## config.mk

```make
export PLATFORM = sky130hd
export DESIGN_NAME = sc_uart_top
export DESIGN_NICKNAME = d
export VERILOG_FILES = /design/src/rtl/sc_pkg.sv /design/src/rtl/sc_tick_gen.sv /design/src/rtl/sc_tx.sv /design/src/rtl/sc_rx.sv /design/src/rtl/sc_uart_top.sv
export SDC_FILE = /design/constraint.sdc
export NUM_CORES = 1
export LEC_CHECK = 0
export CAP_MARGIN = 25
export CORE_UTILIZATION = 56
export CTS_CLUSTER_SIZE = 12
export DETAILED_ROUTE_END_ITERATION = 8
export DONT_BUFFER_PORTS = 1
export PLACE_DENSITY = 0.75
export SLEW_MARGIN = 20
export SYNTH_ARGS = -nofsm -noshare
export SYNTH_HDL_FRONTEND = slang
export SYNTH_SLANG_ARGS = --single-unit
export TNS_END_PERCENT = 1
```

## constraint.sdc

```tcl
create_clock -name clk -period 2.2 [get_ports clk]
set_input_delay 0.11 -clock clk [delete_from_list [all_inputs] [get_ports clk]]
set_output_delay 0.11 -clock clk [all_outputs]
set_load 0.005 [all_outputs]
```

## src/rtl/sc_pkg.sv

```systemverilog
package sc_pkg;
  localparam int OSR         = 16;  // ticks per bit
  localparam int HALF        = 8;   // ticks per half bit
  localparam int STOP_TICKS  = 24;  // 1.5 bit stop
  localparam int SHORT_TICKS = 8;   // 0.5 bit stop (receive option)
  localparam int NACK_TICKS  = 16;  // length of the receiver's low pull
  localparam int STOP_PROBE  = 12;  // tick at which tx samples the wire

  typedef enum logic [2:0] {
    TX_IDLE, TX_WAIT, TX_START, TX_DATA, TX_PAR, TX_STOP, TX_GUARD
  } tx_state_t;

  typedef enum logic [2:0] {
    RX_IDLE, RX_START, RX_BITS, RX_TAIL, RX_STOP
  } rx_state_t;
endpackage

```

## src/rtl/sc_tick_gen.sv

```systemverilog
module sc_tick_gen #(
  parameter int DIV_W = 16
) (
  input  logic             clk,
  input  logic             rst,
  input  logic [DIV_W-1:0] baud_div,
  input  logic             clk_en,
  input  logic [DIV_W-1:0] clk_div,
  output logic             tick,
  output logic             card_clk
);
  logic [DIV_W-1:0] bcnt;
  logic [DIV_W-1:0] ccnt;

  always_ff @(posedge clk) begin
    if (rst) begin
      bcnt <= '0;
      tick <= 1'b0;
    end else if (bcnt >= baud_div) begin
      bcnt <= '0;
      tick <= 1'b1;
    end else begin
      bcnt <= bcnt + 1'b1;
      tick <= 1'b0;
    end
  end

  always_ff @(posedge clk) begin
    if (rst || !clk_en) begin
      ccnt     <= '0;
      card_clk <= 1'b0;
    end else if (ccnt >= clk_div) begin
      ccnt     <= '0;
      card_clk <= ~card_clk;
    end else begin
      ccnt <= ccnt + 1'b1;
    end
  end


  card_clk_off_chk: assert property (@(posedge clk) disable iff (rst)
    !clk_en |=> !card_clk);
endmodule

```

## src/rtl/sc_tx.sv

```systemverilog
module sc_tx
  import sc_pkg::*;
#(
  parameter int GUARD_W = 4
) (
  input  logic               clk,
  input  logic               rst,
  input  logic               tick,
  input  logic               wr_valid,
  input  logic [7:0]         wr_data,
  input  logic               rx_busy,
  input  logic [GUARD_W-1:0] guard_bits,
  input  logic               line_s,
  input  logic               nack_clr,
  output logic               busy,
  output logic               drv_oe,
  output logic               drv_bit,
  output logic               nack_err
);
  localparam int CNT_W = GUARD_W + 5;

  tx_state_t        state;
  logic [CNT_W-1:0] tcnt;
  logic [2:0]       bidx;
  logic [7:0]       shreg;
  logic             par;
  logic [CNT_W-1:0] guard_last;
  logic             nack_hit;

  assign guard_last = {1'b0, guard_bits, 4'b0000} - 1'b1;
  assign nack_hit   = (state == TX_STOP) && tick &&
                      (tcnt == CNT_W'(STOP_PROBE)) && !line_s;

  always_ff @(posedge clk) begin
    if (rst) begin
      state <= TX_IDLE;
      tcnt  <= '0;
      bidx  <= '0;
      shreg <= '0;
      par   <= 1'b0;
    end else begin
      case (state)
        TX_IDLE: if (wr_valid) begin
          shreg <= wr_data;
          par   <= ^wr_data;
          tcnt  <= '0;
          state <= TX_WAIT;
        end
        TX_WAIT: if (tick) begin
          if (tcnt >= CNT_W'(HALF) && !rx_busy) begin
            tcnt  <= '0;
            state <= TX_START;
          end else if (tcnt < CNT_W'(HALF)) begin
            tcnt <= tcnt + 1'b1;
          end
        end
        TX_START: if (tick) begin
          if (tcnt == CNT_W'(OSR - 1)) begin
            tcnt  <= '0;
            bidx  <= '0;
            state <= TX_DATA;
          end else begin
            tcnt <= tcnt + 1'b1;
          end
        end
        TX_DATA: if (tick) begin
          if (tcnt == CNT_W'(OSR - 1)) begin
            tcnt  <= '0;
            shreg <= {1'b0, shreg[7:1]};
            if (bidx == 3'd7) state <= TX_PAR;
            else bidx <= bidx + 1'b1;
          end else begin
            tcnt <= tcnt + 1'b1;
          end
        end
        TX_PAR: if (tick) begin
          if (tcnt == CNT_W'(OSR - 1)) begin
            tcnt  <= '0;
            state <= TX_STOP;
          end else begin
            tcnt <= tcnt + 1'b1;
          end
        end
        TX_STOP: if (tick) begin
          if (tcnt == CNT_W'(STOP_TICKS - 1)) begin
            tcnt  <= '0;
            state <= (guard_bits == '0) ? TX_IDLE : TX_GUARD;
          end else begin
            tcnt <= tcnt + 1'b1;
          end
        end
        TX_GUARD: if (tick) begin
          if (tcnt >= guard_last) begin
            tcnt  <= '0;
            state <= TX_IDLE;
          end else begin
            tcnt <= tcnt + 1'b1;
          end
        end
        default: state <= TX_IDLE;
      endcase
    end
  end

  always_ff @(posedge clk) begin
    if (rst)           nack_err <= 1'b0;
    else if (nack_hit) nack_err <= 1'b1;
    else if (nack_clr) nack_err <= 1'b0;
  end

  always_comb begin
    drv_oe  = 1'b0;
    drv_bit = 1'b1;
    case (state)
      TX_START: begin drv_oe = 1'b1; drv_bit = 1'b0;     end
      TX_DATA:  begin drv_oe = 1'b1; drv_bit = shreg[0]; end
      TX_PAR:   begin drv_oe = 1'b1; drv_bit = par;      end
      default:  ;
    endcase
  end

  assign busy = (state != TX_IDLE);


  load_quiet_chk: assert property (@(posedge clk) disable iff (rst)
    (state == TX_IDLE && wr_valid) |=> (busy && !drv_oe));

  nack_only_in_stop_chk: assert property (@(posedge clk) disable iff (rst)
    $rose(nack_err) |-> $past(state) == TX_STOP);
endmodule

```

## src/rtl/sc_rx.sv

```systemverilog
module sc_rx
  import sc_pkg::*;
(
  input  logic       clk,
  input  logic       rst,
  input  logic       tick,
  input  logic       line_s,
  input  logic       enable,
  input  logic       short_stop,
  output logic       busy,
  output logic       rd_valid,
  output logic [7:0] rd_data,
  output logic       rd_perr,
  output logic       nack_drv
);
  rx_state_t  state;
  logic [4:0] tcnt;
  logic [3:0] bidx;
  logic [8:0] shreg;
  logic       perr_q;
  logic [4:0] stop_last;

  assign stop_last = (short_stop && !perr_q) ? 5'(SHORT_TICKS - 1)
                                             : 5'(STOP_TICKS - 1);

  always_ff @(posedge clk) begin
    if (rst) begin
      state    <= RX_IDLE;
      tcnt     <= '0;
      bidx     <= '0;
      shreg    <= '0;
      perr_q   <= 1'b0;
      rd_valid <= 1'b0;
      rd_data  <= '0;
      rd_perr  <= 1'b0;
    end else begin
      rd_valid <= 1'b0;
      case (state)
        RX_IDLE: if (tick && enable && !line_s) begin
          tcnt  <= '0;
          state <= RX_START;
        end
        RX_START: if (tick) begin
          if (tcnt == 5'(HALF - 2)) begin
            tcnt  <= '0;
            bidx  <= '0;
            state <= line_s ? RX_IDLE : RX_BITS;
          end else begin
            tcnt <= tcnt + 1'b1;
          end
        end
        RX_BITS: if (tick) begin
          if (tcnt == 5'(OSR - 1)) begin
            tcnt  <= '0;
            shreg <= {line_s, shreg[8:1]};
            if (bidx == 4'd8) begin
              perr_q <= ^{line_s, shreg[8:1]};
              state  <= RX_TAIL;
            end else begin
              bidx <= bidx + 1'b1;
            end
          end else begin
            tcnt <= tcnt + 1'b1;
          end
        end
        RX_TAIL: if (tick) begin
          if (tcnt == 5'(HALF - 1)) begin
            tcnt  <= '0;
            state <= RX_STOP;
          end else begin
            tcnt <= tcnt + 1'b1;
          end
        end
        RX_STOP: if (tick) begin
          if (tcnt >= stop_last) begin
            tcnt     <= '0;
            state    <= RX_IDLE;
            rd_valid <= 1'b1;
            rd_data  <= shreg[7:0];
            rd_perr  <= perr_q;
          end else begin
            tcnt <= tcnt + 1'b1;
          end
        end
        default: state <= RX_IDLE;
      endcase
    end
  end

  assign busy     = (state != RX_IDLE);
  assign nack_drv = (state == RX_STOP) && perr_q && (tcnt < 5'(NACK_TICKS));


  rd_pulse_chk: assert property (@(posedge clk) disable iff (rst)
    rd_valid |=> !rd_valid);

  nack_start_chk: assert property (@(posedge clk) disable iff (rst)
    $rose(nack_drv) |-> $past(state) == RX_TAIL);
endmodule

```

## src/rtl/sc_uart_top.sv

```systemverilog
module sc_uart_top #(
  parameter int DIV_W   = 16,
  parameter int GUARD_W = 4
) (
  input  logic               clk,
  input  logic               rst,
  input  logic [DIV_W-1:0]   baud_div,
  input  logic               card_clk_en,
  input  logic [DIV_W-1:0]   card_clk_div,
  input  logic [GUARD_W-1:0] guard_bits,
  input  logic               rx_short_stop,
  input  logic               wr_valid,
  input  logic [7:0]         wr_data,
  output logic               tx_busy,
  input  logic               nack_clr,
  output logic               nack_err,
  input  logic               line_i,
  output logic               line_o,
  output logic               line_oe,
  output logic               rd_valid,
  output logic [7:0]         rd_data,
  output logic               rd_perr,
  output logic               card_clk
);
  logic       tick;
  logic [1:0] sync_q;
  logic       line_s;
  logic       tx_oe, tx_bit, rx_busy, rx_drv;

  always_ff @(posedge clk) begin
    if (rst) sync_q <= 2'b11;
    else     sync_q <= {sync_q[0], line_i};
  end
  assign line_s = sync_q[1];

  sc_tick_gen #(.DIV_W(DIV_W)) u_tick (
    .clk(clk), .rst(rst), .baud_div(baud_div), .clk_en(card_clk_en),
    .clk_div(card_clk_div), .tick(tick), .card_clk(card_clk)
  );

  sc_tx #(.GUARD_W(GUARD_W)) u_tx (
    .clk(clk), .rst(rst), .tick(tick), .wr_valid(wr_valid), .wr_data(wr_data),
    .rx_busy(rx_busy), .guard_bits(guard_bits), .line_s(line_s),
    .nack_clr(nack_clr), .busy(tx_busy), .drv_oe(tx_oe), .drv_bit(tx_bit),
    .nack_err(nack_err)
  );

  sc_rx u_rx (
    .clk(clk), .rst(rst), .tick(tick), .line_s(line_s), .enable(!tx_busy),
    .short_stop(rx_short_stop), .busy(rx_busy), .rd_valid(rd_valid),
    .rd_data(rd_data), .rd_perr(rd_perr), .nack_drv(rx_drv)
  );

  always_ff @(posedge clk) begin
    if (rst) begin
      line_oe <= 1'b0;
      line_o  <= 1'b1;
    end else begin
      line_oe <= tx_oe | rx_drv;
      line_o  <= rx_drv ? 1'b0 : (tx_oe ? tx_bit : 1'b1);
    end
  end


  one_driver_chk: assert property (@(posedge clk) disable iff (rst)
    !(tx_oe && rx_drv));

  tx_waits_rx_chk: assert property (@(posedge clk) disable iff (rst)
    tx_oe |-> !rx_busy);
endmodule

```

# Word level (Yosys, flattened, before mapping)
# Index checks and enable logic that the tools add are counted.
# W data, S select, Z words.
# totals
reg_bits	95
latch_bits	0
ram_bits	0
romBits	0
in_bits	51
output_inout_bits	15
elab_cells	202
memories	0
# op_classes
n_addsub	7
n_mul	0
n_div	0
order_cmp	7
eq_ne	46
shifts	0
muxes	74
bitwise	4
reduce_logical	43
# op_table
cell	count
$mux W3	30
$mux W9	10
$mux W5	10
$pmux W9 S5	1
$add A16 B1 Y16 const B	2
$ge A16 B16 Y1	2
$ne A2 B2 Y1 const B	14
$ne A2 B1 Y1 const B	13
$pmux W5 S5	1
$mux W8	3
$pmux W3 S7	1
$mux W4	5
$eq A9 B4 Y1 const B	2
$reduce_and A6 Y1	3
$pmux W8 S2	1
$eq A3 B3 Y1 const B	5
$pmux W3 S5	1
$reduce_and A14 Y1	1
$eq A3 B2 Y1 const B	4
$eq A5 B3 Y1 const B	2
$reduce_and A10 Y1	1
$reduce_bool A5 Y1	2
$add A9 B1 Y9 const B	1
$eq A9 B5 Y1 const B	1
35 further kinds	65

# Logic depth before layout (Yosys ltp)
# Gate-level depths: netlist of run 1.
# logic_depth
word_depth	7
ltp_mapped	10
mapped_depth_nobuf	10

# Cells and area by module
# A second synthesis of run 1 with hierarchy kept.
# hier_totals
cells_unflattened	654
hier_area_um2	5696.7
# modules_own_cells
module	instances	cells_each	area_per_inst_um2	seq_area_each_um2
sc_tick_gen	1	257	2182.1	680.7
sc_rx	1	189	1699.1	640.6
sc_tx	1	197	1694.1	500.5
sc_uart_top	1	11	121.4	80.1

# Worst setup path before layout of run 1
# Ideal clock, no wire load.
# synth_timing
path_kind	flip-flop to flip-flop
start	register u_tick.ccnt[9]
end	register u_tick.ccnt[10]
arrival_ps	1972
required_time_ps	2135
setup_slack_ps	162
path_stages_with_launch	9
synth_period_minus_slack_ps	2038
cell_sequence	dfxtp_1 ha_1 a21oi_1 o21ai_0 a2111o_1 a41oi_1 nand3b_1 clkbuf_1 nor2_1
# synth_between
elab_chain_len	2
elab_cells_between_ends	3
cone_classes	add/sub (1); order compare (1); reduce/logical (1)
# synth_rtl
element	line_no	source
start: declaration	sc_tick_gen.sv:13	logic [DIV_W-1:0] ccnt;
start signal: assignment	sc_tick_gen.sv:36	ccnt <= ccnt + 1'b1;
$ge A16 B16 Y1	sc_tick_gen.sv:32	end else if (ccnt >= clk_div) begin
$reduce_or A2 Y1 (no line)	-	
# Several ways; a longest one is shown, not always the timed one.
# A chain may end at the register's enable or synchronous reset.

# Final worst setup path of run 1
# layout_timing
start	register u_rx.perr_q
end	register u_rx.state[0]
# layout_between
elab_chain_len	6
# layout_rtl
element	line_no	source
start: declaration	sc_rx.sv:20	logic perr_q;
start signal: assignment	sc_rx.sv:57	perr_q <= ^{line_s, shreg[8:1]};
$logic_not A1 Y1	sc_rx.sv:23	assign stop_last = (short_stop && !perr_q) ? 5'(SHORT_TICKS - 1)
$logic_and A1 B1 Y1	sc_rx.sv:23	
$mux W5	sc_rx.sv:23	
$ge A5 B5 Y1	sc_rx.sv:75	if (tcnt >= stop_last) begin
$ne A2 B1 Y1 (no line)	-	
$reduce_and A10 Y1 (no line)	-	
end signal: assignment	sc_rx.sv:47	state <= line_s ? RX_IDLE : RX_BITS;
end: declaration	sc_rx.sv:16	rx_state_t state;
# Every way passes these cells.

==> results of run 1 <==
==> flip-flops by register name (all words and copies together), names as in the netlist, 2 cells and up <==
signal / flops
u_tx.tcnt: 9
u_rx.rd_data: 8
u_rx.state: 3
u_tick.bcnt: 16
u_tx.bidx: 3
u_tx.state: 3
u_rx.shreg: 9
u_rx.tcnt: 5
u_tick.ccnt: 16
sync_q: 2
u_tx.shreg: 8
u_rx.bidx: 4
==> area by class of cell <==
| cell class | count | area share, % |
|---|---|---|
| timing repair buffer | 28 | 4.129 |
| clock inverter | 7 | 1.962 |
| inverter | 55 | 3.373 |
| sequential | 95 | 31.11 |
| clock buffer | 9 | 2.024 |
| tap | 129 | 2.637 |
| multi-input combinational | 491 | 54.76 |
==> power breakdown <==
part | switching (uW) | internal, uW
Combinational | 462 | 328
Clock | 625 | 759
Sequential | 54.5 | 1800
Total | 1140 | 2890
==> worst max-delay path, delay by kind of cell, from the launching register on <==
family | cells | cell delay (ps)
AND/OR/NAND/NOR | 3 | 520
AO/OA/AOI/OAI | 3 | 440
flip-flops | 1 | 400
multiplexers | 1 | 380
adder cells (fa/ha/maj) | 1 | 270
==> per-layer routing <==
| metal | share of wire [%] | vias up | global-route usage [%] |
|---|---|---|---|
| met1 | 46 | 2120 | 29.37 |
| met3 | 5.3 | 6 | 5.659 |
| li1 | - | 2320 | - |
| met5 | 0 | - | 0 |
| met4 | 0.59 | 0 | 4.794 |
| met2 | 48 | 96 | 39.97 |
==> what timing repair did <==
item / CTS / global route
setup endpoints to repair: 0 / 35
endpoints found under the hold margin: 72 / 1
hold buffers: 9 / 1
setup buffers: 0 / 1
gates resized for setup: 0 / 5
==> worst paths after layout <==
kind | cells past startpoint | start | slack, ps | to
worst max-delay path | 8 | u_rx.perr_q | 140 | u_rx.state[0]
worst min-delay path | 2 | wr_data[5] | 20 | u_tx.shreg[5]
worst max register to register | 8 | u_rx.perr_q | 140 | u_rx.state[0]
worst min register to register | 1 | sync_q[0] | 420 | sync_q[1]
==> per-stage QoR <==
stage                     hold WS (ps)  power, uW  utilization (%)  cell area, um2  std cells
after floorplan                  213.8       2510                -            5559        666
after global placement           189.0       2609            60.94            5738        787
after detailed placement         192.0       2642            60.94            5738        787
after CTS                       0.2907       4073            64.68            6090        812
after global routing             27.75       4254            65.01            6121        814
final                            22.74       4031            65.01            6121        814
==> layout by cell type, fill, tap and decap left out, types with 12 or more instances in the layout <==
cell type and n:
o21ai_0 30, nand2_1 44, xnor2_1 32, buf_4 18, nor2_1 81, ha_1 51, a21oi_1 31, xor2_1 21
inv_1 55, nor3_1 27, a211oi_1 12, nand3_1 24, dfxtp_1 93, mux2i_1 24
==> kinds of logic (layout without fill, tap and decap cells) <==
kind of cell               after synthesis  after routing
and+or+nand+nor                        247            247
buffers and inverters                   80             99
DFF                                     95             95
AOI/OAI and AO/OA                      114            114
muxes                                   25             25
adders and majority gates               52             52
xor gates and xnor gates                53             53
==> flow_summary.ini, run 1 <==
[yosys]
synth_edf_count = 0
muxShareOfSynthArea_pct = 4.524
synth_top_area_share_pct = 34.21
synth.distinct_cells = 60
synthAdderAreaFrac_pct = 11.70
netlist_instances = 666
synthXorXnorAreaFrac_pct = 8.350
synthArstFlopShare_pct = 0
synth-compound-area-share_pct = 13.62
synth_common_cells = dfxtp_1 (95), nor2_1 (81), inv_1 (55), ha_1 (52), nand2_1 (44)
yosysSeqAreaShare_pct = 34.21
synth.largest_area_cell = dfxtp_1
synth_area_mm2 = 0.005559
yosysMostFrequentCell = dfxtp_1
post_synth.cell_area_avg_um2 = 8.347
synth_seq_cells = 95
synth_top_family_by_area = simple AND/OR/NAND/NOR gates
synthTopCellsByArea = dfxtp_1 (34%), ha_1 (12%), nor2_1 (5.5%)
synth_fp_nets = 769
yosys.area_share.simple_pct = 21.90
yosysWarnings = 0
ys.flop_type = dfxtp_1

[cts]
cts.sinks = 95
clkTransAtPathRegs_ps = 90
cts_root_buffer = clkbuf_8
cts_made_buffers = 9
insertion_delay_ps = 360
ctsLongestPathBuffers = 2
htree_levels = 3
tritoncts = done

[worst_setup_path]
path_cells = nor2b_1 -> ha_1 -> o21ai_0 -> o21bai_1 -> o2bb2ai_1 -> nor3_1 -> mux2_2 -> nor2_1
cp.arrival_ps = 2360
slowest_stage = dfxtp_1
path_max_fanout = 4
cp-end-kind = flop
start_kind = flop
critPathKind = reg -> reg
cpPeakStageDelay_ps = 400
required_ps = 2500

[outcome]
status = completed

[final_layout]
n_antenna_cell = 0
nFillCells = 805
drive_gt1_share_pct = 8.175
seqCellArea_mm2 = 0.001904
multi_input_area_mm2 = 0.003352
fin_nets = 783
area_growth_pct = 10.11

[floorplan]
rows = 35
coreArea_mm2 = 0.009415
dieArea_mm2 = 0.01033
die_x_um = 101.6
top_level_ports = 66
die_h_um = 101.6
initial_utilization_pct = 59.04

[power_and_ir_drop]
powerDensity_mw_per_mm2 = 658.5
peakVddDrop_uv = 397.8
leakagePower_uw = 0.002576

[detailed_routing]
post_drt_wl_per_cell_um = 13.99
drcViolationCount = 0
dr.pass1.iters = 5
drtIter0Drc = 149
wl_um = 11390
drtAntennaViolNets = 0
vias_per_cell = 5.580
vias = 4542

[job]
drv_cap = 0

[timing]
fin_crit_sh_pct = 93.86
max-slew-margin-rel_pct = 70.03
max_freq_mhz = 484.3
drv_slew = 0
fin_crit_ps = 2065
final-setup-viol-count = 0
finalHoldViolCount = 0
timing.final.ws_setup_ps = 135.1
skew_ps = 7.278
tns_ps = 0
tightest_slew_ps = 447.6

[grt]
globalRouteOverflowTotal = 0
grt_max_degree = 78
track_usage_pct = 23.20
antenna_found_initial = 0
first_global_vias = 4355
grt_pass1_wl_um = 19220

[placement]
post-dp-hpwl_um = 8209
place_ws_ps = 101.3
place_congestion = 0.8556
portBuffers = 0

[hold_path]
hold_path_class = in -> reg
Note: power is estimated with default switching activity, not from simulation.
==> run 2: changes to the inputs <==
- PLACE_DENSITY: 0.75 -> 0.72
- clock period: 2.2 -> 2.05 ns (I/O delays scaled with it)
==> run 2 against run 1 <==
Against the previous run:
- the run now ends with negative hold slack, negative setup slack left
- total power rose by 9.7%
- final cell count rose by 2.2%
- utilization rose by 2.3 points
- die area did not move
- clock power rose by 8%
- worst hold slack got worse by 220 ps
- register-to-register slack got worse by 140 ps
- critical path type unchanged
- largest power group unchanged
==> flow_summary.ini, run 2 (synthesis results as in run 1) <==
[cts]
cts_made_buffers = 9
insertion_delay_ps = 370
tritoncts = done
cts_root_buffer = clkbuf_8
clkTransAtPathRegs_ps = 90
htree_levels = 3
cts_hold_buf = 8
ctsLongestPathBuffers = 2
cts.sinks = 95

[grt]
track_usage_pct = 23.49
first_global_vias = 4445
grt_max_degree = 80
globalRouteOverflowTotal = 0
grt_pass1_wl_um = 19360
antenna_found_initial = 0

[detailed_routing]
wl_um = 11580
dr.pass1.iters = 4
post_drt_wl_per_cell_um = 13.91
drtIter0Drc = 145
drtAntennaViolNets = 0
vias = 4640
vias_per_cell = 5.577
drcViolationCount = 0

[floorplan]
die_x_um = 101.6
die_h_um = 101.6
coreArea_mm2 = 0.009415
top_level_ports = 66
dieArea_mm2 = 0.01033
rows = 35
initial_utilization_pct = 59.04

[hold_path]
min_from = rst
whs_path_depth = 1
hold_path_class = in -> reg
hold_end = u_tick.bcnt[0]

[final_layout]
fin_nets = 801
layout_commonest_cell = dfxtp_1
final_util_pct = 67.27
drive_gt1_share_pct = 13.23
finalNonFillerCells = 832
area_growth_pct = 13.93
top_regs = u_tick.bcnt x16, u_tick.ccnt x16
final_cell_mix = dfxtp_1 (88), nor2_1 (79), inv_1 (55), ha_1 (50), nand2_1 (44)
n_antenna_cell = 0

[worst_setup_path]
critPathKind = reg -> reg
r2r_slack_ps = -3
cp-end-kind = flop
rr_endpoint = u_tx.nack_err
cp.arrival_ps = 2360
required_ps = 2360
timing.rr.start = u_tx.tcnt[6]
r2r_cells = 5
path_max_fanout = 5
start_kind = flop

[timing]
fin_crit_sh_pct = 100.1
fin_crit_ps = 2053
timing.final.ws_setup_ps = -2.878
max-slew-margin-rel_pct = 69.37
skew_ps = 10.42
tightest_slew_ps = 455.9
final-setup-viol-count = 1
whs_ps = -197.8
max_freq_mhz = 487.1
finalHoldViolCount = 67
tns_ps = -2.878
rsz0062_at_grt = yes
drv_slew = 0

[outcome]
status = complete, but fails checks
violations = negative hold slack, negative setup slack

[placement]
portBuffers = 0
place_ws_ps = 6.399
place_congestion = 0.9107
dp.cells = 807
post-dp-hpwl_um = 8340

[power_and_ir_drop]
powerDensity_mw_per_mm2 = 697.9
leakagePower_uw = 0.002693
peakVddDrop_uv = 501.0

[job]
drv_cap = 0
-- run 2: cell count changes in the layout (fill, tap and decap cells not counted), moves of 2 or more --
cell	change
o32ai_2	+2
o21ai_0	-2
clkinv_4	+2
dfxtp_4	+2
o32ai_1	-2
nor2_2	+2
dfxtp_2	+3
dfxtp_1	-5
buf_4	+19
nor2_1	-2
-- run 2: final cells by class --
class                      count  area, um2
clock buffer                   9      123.9
clock inverter                 7      121.4
fill                         757       3082
inverter                      55      206.4
multi-input combinational    491       3436
sequential                    95       1916
tap                          129      161.4
timing repair buffer          46      369.1
-- run 2: how the worst max path moves through the flow --
stage,startpoint,endpoint,cells past startpoint
global route,u_tx.tcnt[5],u_tx.tcnt[0],8
detailed placement,u_tx.tcnt[6],u_tx.tcnt[0],6
floorplan,u_tick.ccnt[9],u_tick.ccnt[10],8
finish,u_tx.tcnt[6],u_tx.nack_err,5
CTS,u_tx.tcnt[6],u_tx.tcnt[0],6
global placement,u_tx.tcnt[6],u_tx.tcnt[0],6
-- run 2: per-layer routing --
metal | vias up | track usage [%] | wire length (um)
met5 | - | 0 | 0
met4 | 0 | 7.915 | 207
met3 | 20 | 5.659 | 477
met2 | 90 | 40.64 | 5595
met1 | 2173 | 28.46 | 5295
li1 | 2357 | - | -
-- run 2: worst max-delay path: stages (launching register included) --
cell and delay (ps):
dfxtp_2 360, or4_4 560, nor3_1 310, a21oi_1 80, nor2_1 120, dlygate4sd3_1 570
-- run 2: repair_timing --
item                       4_1_cts  5_1_grt
pin swaps                        2        3
buffers inserted                 0        1
hold endpoints to repair        72       71
resized for setup                2       28
setup endpoints to repair        4       69
-- run 2: power breakdown --
part	total [uW]	switching (uW)	internal, uW
sequential	2000	67.7	1930
combinational	934	513	422
clock	1490	672	814
-- run 2: per-stage QoR --
step           power (uW)  cell area [um2]
5_1_grt              4630             6334
3_5_place_dp         2875             5888
3_3_place_gp         2850             5888
6_report             4420             6334
4_1_cts              4404             6222
2_1_floorplan        2694             5559
